--- config.mk ---
export PLATFORM = sky130hd
export DESIGN_NAME = eep_slave_ctrl
export DESIGN_NICKNAME = d
export VERILOG_FILES = /design/src/rtl/eep_pkg.sv /design/src/rtl/eep_bus_sync.sv /design/src/rtl/eep_addr_ctr.sv /design/src/rtl/eep_link_fsm.sv /design/src/rtl/eep_slave_ctrl.sv
export SDC_FILE = /design/constraint.sdc
export NUM_CORES = 1
export LEC_CHECK = 0
export ABC_AREA = 1
export BUFFER_PORTS_ARGS = -buffer_cell sky130_fd_sc_hd__buf_2
export CORE_MARGIN = 2
export CORE_UTILIZATION = 30
export DETAILED_ROUTE_END_ITERATION = 8
export GPL_TIMING_DRIVEN = 0
export PLACE_DENSITY = 0.47
export SYNTH_ARGS = -nofsm -noshare
export SYNTH_HDL_FRONTEND = slang
export SYNTH_SLANG_ARGS = --single-unit
export TNS_END_PERCENT = 10
--- constraint.sdc ---
create_clock -name clk -period 2.5 [get_ports clk]
set_clock_uncertainty 0.2 [all_clocks]
set_input_delay 0.125 -clock clk [delete_from_list [all_inputs] [get_ports clk]]
set_output_delay 0.125 -clock clk [all_outputs]
set_load 0.005 [all_outputs]
--- src/rtl/eep_pkg.sv ---
package eep_pkg;

    localparam int ADDR_W = 12;
    localparam int DATA_W = 8;
    localparam int PAGE_W = 5;
    localparam int SYNC_STAGES = 2;

    localparam logic [3:0] KIND_ARRAY = 4'b1010;
    localparam logic [3:0] KIND_IDPG  = 4'b1011;

    typedef enum logic [2:0] {
        PH_IDLE,
        PH_SELECT,
        PH_WADR_HI,
        PH_WADR_LO,
        PH_WDATA,
        PH_RDATA,
        PH_MUTE
    } phase_t;

    typedef struct packed {
        logic scl;
        logic sda;
        logic scl_rise;
        logic scl_fall;
        logic start;
        logic stop;
    } bus_ev_t;

    typedef struct packed {
        logic [3:0] kind;
        logic [2:0] pins;
        logic       rd;
    } select_t;

    function automatic select_t split_select(input logic [7:0] b);
        return select_t'(b);
    endfunction

    function automatic logic kind_known(input logic [3:0] k);
        return (k == KIND_ARRAY) || (k == KIND_IDPG);
    endfunction

endpackage

--- src/rtl/eep_bus_sync.sv ---
module eep_bus_sync #(
    parameter int STAGES = eep_pkg::SYNC_STAGES
) (
    input  logic             clk,
    input  logic             rst,
    input  logic             scl_in,
    input  logic             sda_in,
    output eep_pkg::bus_ev_t ev
);
    localparam int LINES = 2;

    logic [LINES-1:0] raw;
    logic [LINES-1:0] now_q;
    logic [LINES-1:0] last_q;

    assign raw = {scl_in, sda_in};

    for (genvar g = 0; g < LINES; g++) begin : g_line
        logic [STAGES-1:0] chain;
        always_ff @(posedge clk) begin
            if (rst) chain <= '1;
            else     chain <= {chain[STAGES-2:0], raw[g]};
        end
        assign now_q[g] = chain[STAGES-1];
    end

    always_ff @(posedge clk) begin
        if (rst) last_q <= '1;
        else     last_q <= now_q;
    end

    always_comb begin
        ev.scl      = now_q[1];
        ev.sda      = now_q[0];
        ev.scl_rise = now_q[1] & ~last_q[1];
        ev.scl_fall = ~now_q[1] & last_q[1];
        ev.start    = now_q[1] & last_q[1] & last_q[0] & ~now_q[0];
        ev.stop     = now_q[1] & last_q[1] & ~last_q[0] & now_q[0];
    end

endmodule

--- src/rtl/eep_addr_ctr.sv ---
module eep_addr_ctr #(
    parameter int ADDR_W = eep_pkg::ADDR_W,
    parameter int PAGE_W = eep_pkg::PAGE_W
) (
    input  logic              clk,
    input  logic              rst,
    input  logic              load,
    input  logic [ADDR_W-1:0] load_val,
    input  logic              step_seq,
    input  logic              step_page,
    output logic [ADDR_W-1:0] ptr
);
    logic [PAGE_W-1:0] col_next;

    assign col_next = ptr[PAGE_W-1:0] + 1'b1;

    always_ff @(posedge clk) begin
        if (rst)            ptr <= '0;
        else if (load)      ptr <= load_val;
        else if (step_seq)  ptr <= ptr + 1'b1;
        else if (step_page) ptr <= {ptr[ADDR_W-1:PAGE_W], col_next};
    end

    AST_PAGE_STAY: assert property (@(posedge clk) disable iff (rst)
        step_page && !load |=> ptr[ADDR_W-1:PAGE_W] == $past(ptr[ADDR_W-1:PAGE_W]));

    AST_TOP_WRAP: assert property (@(posedge clk) disable iff (rst)
        step_seq && !load && (&ptr) |=> ptr == '0);

endmodule

--- src/rtl/eep_link_fsm.sv ---
module eep_link_fsm
    import eep_pkg::*;
#(
    parameter int ADDR_W = eep_pkg::ADDR_W,
    parameter int DATA_W = eep_pkg::DATA_W
) (
    input  logic              clk,
    input  logic              rst,
    input  bus_ev_t           ev,
    input  logic [2:0]        dev_pins,
    input  logic              wr_busy,
    input  logic [ADDR_W-1:0] ptr,
    input  logic [DATA_W-1:0] rd_data,
    output logic              ctr_load,
    output logic [ADDR_W-1:0] ctr_val,
    output logic              ctr_step_seq,
    output logic              ctr_step_page,
    output logic              mem_rd_en,
    output logic              mem_id,
    output logic              sda_oe,
    output logic              wr_valid,
    output logic              wr_id,
    output logic [ADDR_W-1:0] wr_addr,
    output logic [DATA_W-1:0] wr_data,
    output logic              wr_commit,
    output logic              wr_drop
);
    localparam int HI_W  = ADDR_W - DATA_W;
    localparam int CNT_W = $clog2(DATA_W + 1);
    localparam logic [CNT_W-1:0] ACK_SLOT  = CNT_W'(DATA_W);
    localparam logic [CNT_W-1:0] LAST_BIT  = CNT_W'(DATA_W - 1);

    phase_t            phase;
    logic [CNT_W-1:0]  bit_cnt;
    logic [DATA_W-2:0] shreg;
    logic [DATA_W-1:0] tx;
    logic [HI_W-1:0]   adr_hi;
    logic              own_ack;
    logic              got_data;
    logic              id_mode;
    logic              fetch_pend;

    logic [DATA_W-1:0] byte_in;
    logic              byte_done;
    logic              sel_ok;
    logic              mst_ack;
    select_t           sel;

    assign byte_in = {shreg, ev.sda};
    assign sel     = split_select(byte_in);
    assign sel_ok  = kind_known(sel.kind) && (sel.pins == dev_pins) && !wr_busy;

    assign byte_done = ev.scl_rise && (bit_cnt == LAST_BIT) &&
                       (phase inside {PH_SELECT, PH_WADR_HI, PH_WADR_LO, PH_WDATA});
    assign mst_ack   = ev.scl_rise && (bit_cnt == ACK_SLOT) && (phase == PH_RDATA) &&
                       !own_ack && !ev.sda;

    always_comb begin
        ctr_load      = byte_done && (phase == PH_WADR_LO);
        ctr_val       = {adr_hi, byte_in};
        ctr_step_page = byte_done && (phase == PH_WDATA);
        mem_rd_en     = (byte_done && (phase == PH_SELECT) && sel_ok && sel.rd) || mst_ack;
        ctr_step_seq  = mem_rd_en;
        mem_id        = (phase == PH_SELECT) ? (sel.kind == KIND_IDPG) : id_mode;
    end

    always_ff @(posedge clk) begin
        if (rst) begin
            phase      <= PH_IDLE;
            bit_cnt    <= '0;
            shreg      <= '0;
            tx         <= '0;
            adr_hi     <= '0;
            own_ack    <= 1'b0;
            got_data   <= 1'b0;
            id_mode    <= 1'b0;
            fetch_pend <= 1'b0;
            sda_oe     <= 1'b0;
            wr_valid   <= 1'b0;
            wr_id      <= 1'b0;
            wr_addr    <= '0;
            wr_data    <= '0;
            wr_commit  <= 1'b0;
            wr_drop    <= 1'b0;
        end else begin
            wr_valid   <= 1'b0;
            wr_commit  <= 1'b0;
            wr_drop    <= 1'b0;
            fetch_pend <= mem_rd_en;
            if (fetch_pend) tx <= rd_data;

            if (ev.start) begin
                if (phase == PH_WDATA && got_data) wr_drop <= 1'b1;
                phase    <= PH_SELECT;
                bit_cnt  <= '0;
                sda_oe   <= 1'b0;
                own_ack  <= 1'b0;
                got_data <= 1'b0;
            end else if (ev.stop) begin
                if (phase == PH_WDATA && got_data) wr_commit <= 1'b1;
                phase    <= PH_IDLE;
                bit_cnt  <= '0;
                sda_oe   <= 1'b0;
                own_ack  <= 1'b0;
                got_data <= 1'b0;
            end else if (phase != PH_IDLE) begin
                if (ev.scl_rise) begin
                    if (bit_cnt == ACK_SLOT) begin
                        bit_cnt <= '0;
                        own_ack <= 1'b0;
                        if (phase == PH_RDATA && !own_ack && ev.sda) phase <= PH_MUTE;
                    end else begin
                        bit_cnt <= bit_cnt + 1'b1;
                        shreg   <= byte_in[DATA_W-2:0];
                        if (byte_done) begin
                            own_ack <= 1'b1;
                            unique case (phase)
                                PH_SELECT: begin
                                    if (sel_ok) begin
                                        id_mode <= (sel.kind == KIND_IDPG);
                                        phase   <= sel.rd ? PH_RDATA : PH_WADR_HI;
                                    end else begin
                                        own_ack <= 1'b0;
                                        phase   <= PH_MUTE;
                                    end
                                end
                                PH_WADR_HI: begin
                                    adr_hi <= byte_in[HI_W-1:0];
                                    phase  <= PH_WADR_LO;
                                end
                                PH_WADR_LO: phase <= PH_WDATA;
                                PH_WDATA: begin
                                    wr_valid <= 1'b1;
                                    wr_data  <= byte_in;
                                    wr_addr  <= ptr;
                                    wr_id    <= id_mode;
                                    got_data <= 1'b1;
                                end
                                default: own_ack <= 1'b0;
                            endcase
                        end
                    end
                end else if (ev.scl_fall) begin
                    if (bit_cnt == ACK_SLOT)    sda_oe <= own_ack;
                    else if (phase == PH_RDATA) sda_oe <= ~tx[3'(LAST_BIT) - bit_cnt[2:0]];
                    else                        sda_oe <= 1'b0;
                end
            end
        end
    end

    AST_START_RESTARTS: assert property (@(posedge clk) disable iff (rst)
        ev.start |=> (phase == PH_SELECT) && !sda_oe);

    AST_MUTE_SILENT: assert property (@(posedge clk) disable iff (rst)
        (phase == PH_MUTE) |-> !sda_oe);

    AST_DRIVE_SCL_LOW: assert property (@(posedge clk) disable iff (rst)
        $rose(sda_oe) |-> !ev.scl);

    AST_ONE_REQUEST: assert property (@(posedge clk) disable iff (rst)
        $onehot0({wr_valid, wr_commit, wr_drop}));

    AST_BUSY_NO_WRITE: assert property (@(posedge clk) disable iff (rst)
        wr_busy && $past(wr_busy) |-> !wr_valid);

endmodule

--- src/rtl/eep_slave_ctrl.sv ---
module eep_slave_ctrl #(
    parameter int ADDR_W = eep_pkg::ADDR_W,
    parameter int DATA_W = eep_pkg::DATA_W,
    parameter int PAGE_W = eep_pkg::PAGE_W
) (
    input  logic              clk,
    input  logic              rst,
    input  logic              scl_in,
    input  logic              sda_in,
    input  logic [2:0]        dev_pins,
    output logic              sda_oe,
    output logic              mem_rd_en,
    output logic              mem_id,
    output logic [ADDR_W-1:0] mem_addr,
    input  logic [DATA_W-1:0] mem_rd_data,
    input  logic              wr_busy,
    output logic              wr_valid,
    output logic              wr_id,
    output logic [ADDR_W-1:0] wr_addr,
    output logic [DATA_W-1:0] wr_data,
    output logic              wr_commit,
    output logic              wr_drop
);
    eep_pkg::bus_ev_t  ev;
    logic [ADDR_W-1:0] ptr;
    logic [ADDR_W-1:0] ctr_val;
    logic              ctr_load;
    logic              ctr_step_seq;
    logic              ctr_step_page;

    eep_bus_sync #(.STAGES(eep_pkg::SYNC_STAGES)) u_sync (
        .clk    (clk),
        .rst    (rst),
        .scl_in (scl_in),
        .sda_in (sda_in),
        .ev     (ev)
    );

    eep_addr_ctr #(.ADDR_W(ADDR_W), .PAGE_W(PAGE_W)) u_ctr (
        .clk       (clk),
        .rst       (rst),
        .load      (ctr_load),
        .load_val  (ctr_val),
        .step_seq  (ctr_step_seq),
        .step_page (ctr_step_page),
        .ptr       (ptr)
    );

    eep_link_fsm #(.ADDR_W(ADDR_W), .DATA_W(DATA_W)) u_fsm (
        .clk           (clk),
        .rst           (rst),
        .ev            (ev),
        .dev_pins      (dev_pins),
        .wr_busy       (wr_busy),
        .ptr           (ptr),
        .rd_data       (mem_rd_data),
        .ctr_load      (ctr_load),
        .ctr_val       (ctr_val),
        .ctr_step_seq  (ctr_step_seq),
        .ctr_step_page (ctr_step_page),
        .mem_rd_en     (mem_rd_en),
        .mem_id        (mem_id),
        .sda_oe        (sda_oe),
        .wr_valid      (wr_valid),
        .wr_id         (wr_id),
        .wr_addr       (wr_addr),
        .wr_data       (wr_data),
        .wr_commit     (wr_commit),
        .wr_drop       (wr_drop)
    );

    assign mem_addr = ptr;

endmodule

==> metrics <==
status=finished, final reports clean; area leader, netlist=dfxtp_1; drt first pass iters=4; vias in the first global route=between 2000 and 3000; Worst Hold Class=register to register; flop-to-flop setup slack=0.42 ns; power density cells=~560 mW/mm²; share of flip-flops with an asynchronous set or reset=0%; share of power burned in registers=51.2%; RR Startpoint=u_fsm.bit_cnt[0]; initial antenna violation count=0; Worst Reg-to-Reg Cells=9; Tcrit/Tclk final=90.6%; maxcap violations=0; first-pass GRT wire length=14.4 mm; GRT overflow=0; CP arrival=around 1.9 ns; PortBufs=54; share of cells above drive strength 1=22.4%; Worst Hold End=u_sync.g_line[1].chain[1]; pre-CTS setup slack=0.323 ns; post-DP HPWL=6.58 mm; Vias=3123; post-route ant nets=0; sequential share of the synthesized area=between 40 and 50%; most frequent cell after synthesis=nor2_1; Util after Layout=38.0%; Worst-Margin Slew=0.559 ns; Syn Inst Count=469; die width=110 µm; Setup WS post-layout=between 0.2 and 0.25 ns; VDD IR max=0.249 mV; core footprint=0.0108 mm²; RSZ-0062 raised after global routing=no; CTS tree=built; top post-synthesis cells by count=nor2_1 (87), nand2_1 (81), dfxtp_1 (73); synthesized area=roughly 0.0033 mm²; Nets=564; register area=0.00146 mm²; Psw=498 µW; Yosys cell types=33; final hold vios=0; startpoint types=register; initial core utilization=30.9%; largest net degree at the start of global routing=12; slew margin rel.=62.7%; CP Max Fanout=9; Bufs on Longest Clock Path=2; wire per inst=12.8 µm; post-synth net total=approximately 500; Final GP Congestion=0.793; Inserted Clock Buffers=9; Filler cells=~1200; all-layer global routing usage=between 10% and 20%; final routed DRC violation total=0; synth top area cells=dfxtp_1 (44%), nor2_1 (9.8%), nand2_1 (9.1%), a21oi_1 (5.8%), o21ai_0 (5.7%); total wire length=a little under 9 mm; Period minus WS final=2.26 ns; worst skew pair latency=0.34 ns; Hold Slack=0.212 ns; Primary FF master, synth=dfxtp_1; RR Endpoint=u_fsm.shreg[4]; switch share=21.8%; Yosys reg bits=73; Synth Warn #=0; hold path start=u_sync.g_line[1].chain[0]; DR vias/cell=4.53; Post-DP Area=~0.0038 mm²; Finished Cell Area=0.00412 mm²; DR iter-0 viols=145; clock sinks=73; final setup fails=0; area delta synth->final=23.0%; die height=around 110 µm; critical path class=register to output port; post-synthesis area per instance=7.14 µm²; Fmax=442 MHz; Synth top area share=approximately 44%; root buffer cell=clkbuf_8; Internal Dissipation=1.79 mW; number of synthesized flops with an enable pin=0; Gate power share=4.1%; footprint of the multi-input gates=0.00161 mm²; Total Negative Setup Slacks=0 ns; clock share of power=44.7%; die area=0.0120 mm²; ant diodes=0; Critical Path RT=2.17 ns; post-CTS setup buffers=0; clock-pin slew on the worst setup and hold paths=0.07 ns; CP endpoint kind=output port; hold-critical path depth=1; Top Ports=55; Final Max Tran Viols=0; H-tree Lvls=3; Leak=1.87 nW; row count=38
## power groups by stage
stage / Sequential, mW / Combinational, mW / Clock, mW
final: 1.17 / 0.0932 / 1.02
after global routing: 1.17 / 0.105 / 1.11
after CTS: 1.17 / 0.0938 / 1.06
after detailed placement: 1.20 / 0.0805 / 0
after global placement: 1.20 / 0.0804 / 0
after floorplan: 1.20 / 0.0488 / 0
## metal layers
| metal | vias to the layer above | share of wire, % | track usage [%] |
|---|---|---|---|
| li1 | 1652 | - | - |
| met5 | - | 0 | 0 |
| met4 | 0 | 1.4 | 6.24 |
| met2 | 63 | 43 | 23.3 |
| met3 | 9 | 4.1 | 2.73 |
| met1 | 1399 | 52 | 22.6 |
## cells in the final DEF, fill, tap and decap left out
cell type and instances:
nand4_4 1, bufinv_16 2, nand2_2 5, dlygate4sd3_1 11, o21ai_1 8, a211oi_1 1, nand3_1 22, buf_2 59
nor3b_1 1, inv_2 16, buf_4 1, a21oi_1 39, clkinv_2 3, or2_2 5, nand3b_1 3, ha_1 3
clkbuf_8 10, nor2_4 2, o21bai_1 2, clkbuf_1 7, nor2_1 86, nor3_1 5, nor3_2 1, nor2_2 6
nand3_2 4, nand4_1 2, nand2_4 2, o21ai_0 38, a21boi_1 2, nand2_1 81, xor2_1 5, xnor2_1 1
inv_1 36, dfxtp_1 73, o21ai_2 4, buf_6 2
## cell families (layout without fill, tap and decap cells)
kind of cell	after synthesis	in the layout	share of synthesized area, %
simple gates	226	226	30.4
compound gates	94	94	14.9
flops	73	73	43.7
buf+inv	67	147	8.34
xor+xnor	6	6	1.57
fa+ha+maj	3	3	1.12
## critical path, cell delays in order, from the launching register on
cell and delay [ns]:
dfxtp_1 0.39, inv_2 0.14, ha_1 0.16, nand2_1 0.06, nor2_2 0.15, nand2_1 0.11
nor2_2 0.12, nand3_2 0.16, nand2_4 0.17, buf_2 0.13
## repair_timing
item / in CTS / in global routing
gates resized for setup: 0 / 2
hold endpoints to repair: 12 / 0
hold buffers: 11 / 0
endpoints found under the setup margin: 0 / 1
## worst max path at each step
stage	from	end	slack [ns]	depth (start not counted)
3_5_place_dp	u_fsm.bit_cnt[0]	u_ctr.ptr[11]	0.32	11
4_1_cts	u_fsm.bit_cnt[0]	mem_rd_en	0.04	9
3_3_place_gp	u_fsm.bit_cnt[0]	u_ctr.ptr[11]	0.33	11
2_1_floorplan	u_fsm.bit_cnt[0]	u_ctr.ptr[9]	0.71	11
5_1_grt	u_fsm.bit_cnt[0]	mem_rd_en	0.06	9
6_report	u_fsm.bit_cnt[0]	mem_rd_en	0.24	9
## stage by stage
stage | power [mW] | std cells
final | 2.29 | 689
after global routing | 2.38 | 689
after CTS | 2.32 | 689
after detailed placement | 1.28 | 663
after global placement | 1.28 | 663
after floorplan | 1.25 | 469
## layout make-up
type	instances	share of cell area [%]
Multi-Input combinational cell	329	39.1
Inverter	54	4.99
Tap cell	140	4.26
Buffer	13	1.79
Sequential cell	73	35.5
Clock inverter	3	1.58
Timing Repair Buffer	65	9.24
Clock buffer	12	3.53
## sequential cells by signal, indices dropped and copies added, names as in the netlist
name	count
u_fsm.wr_commit	1
u_fsm.wr_data	8
u_ctr.ptr	12
u_fsm.tx	8
u_fsm.got_data	1
u_fsm.wr_drop	1
u_fsm.adr_hi	4
u_fsm.fetch_pend	1
u_fsm.phase	3
u_fsm.shreg	7
u_fsm.wr_valid	1
u_fsm.id_mode	1
u_fsm.wr_id	1
u_fsm.bit_cnt	4
u_sync.g_line.chain	4
u_fsm.own_ack	1
u_sync.last_q	2
u_fsm.sda_oe	1
u_fsm.wr_addr	12
(Power assumes the default switching activity.)
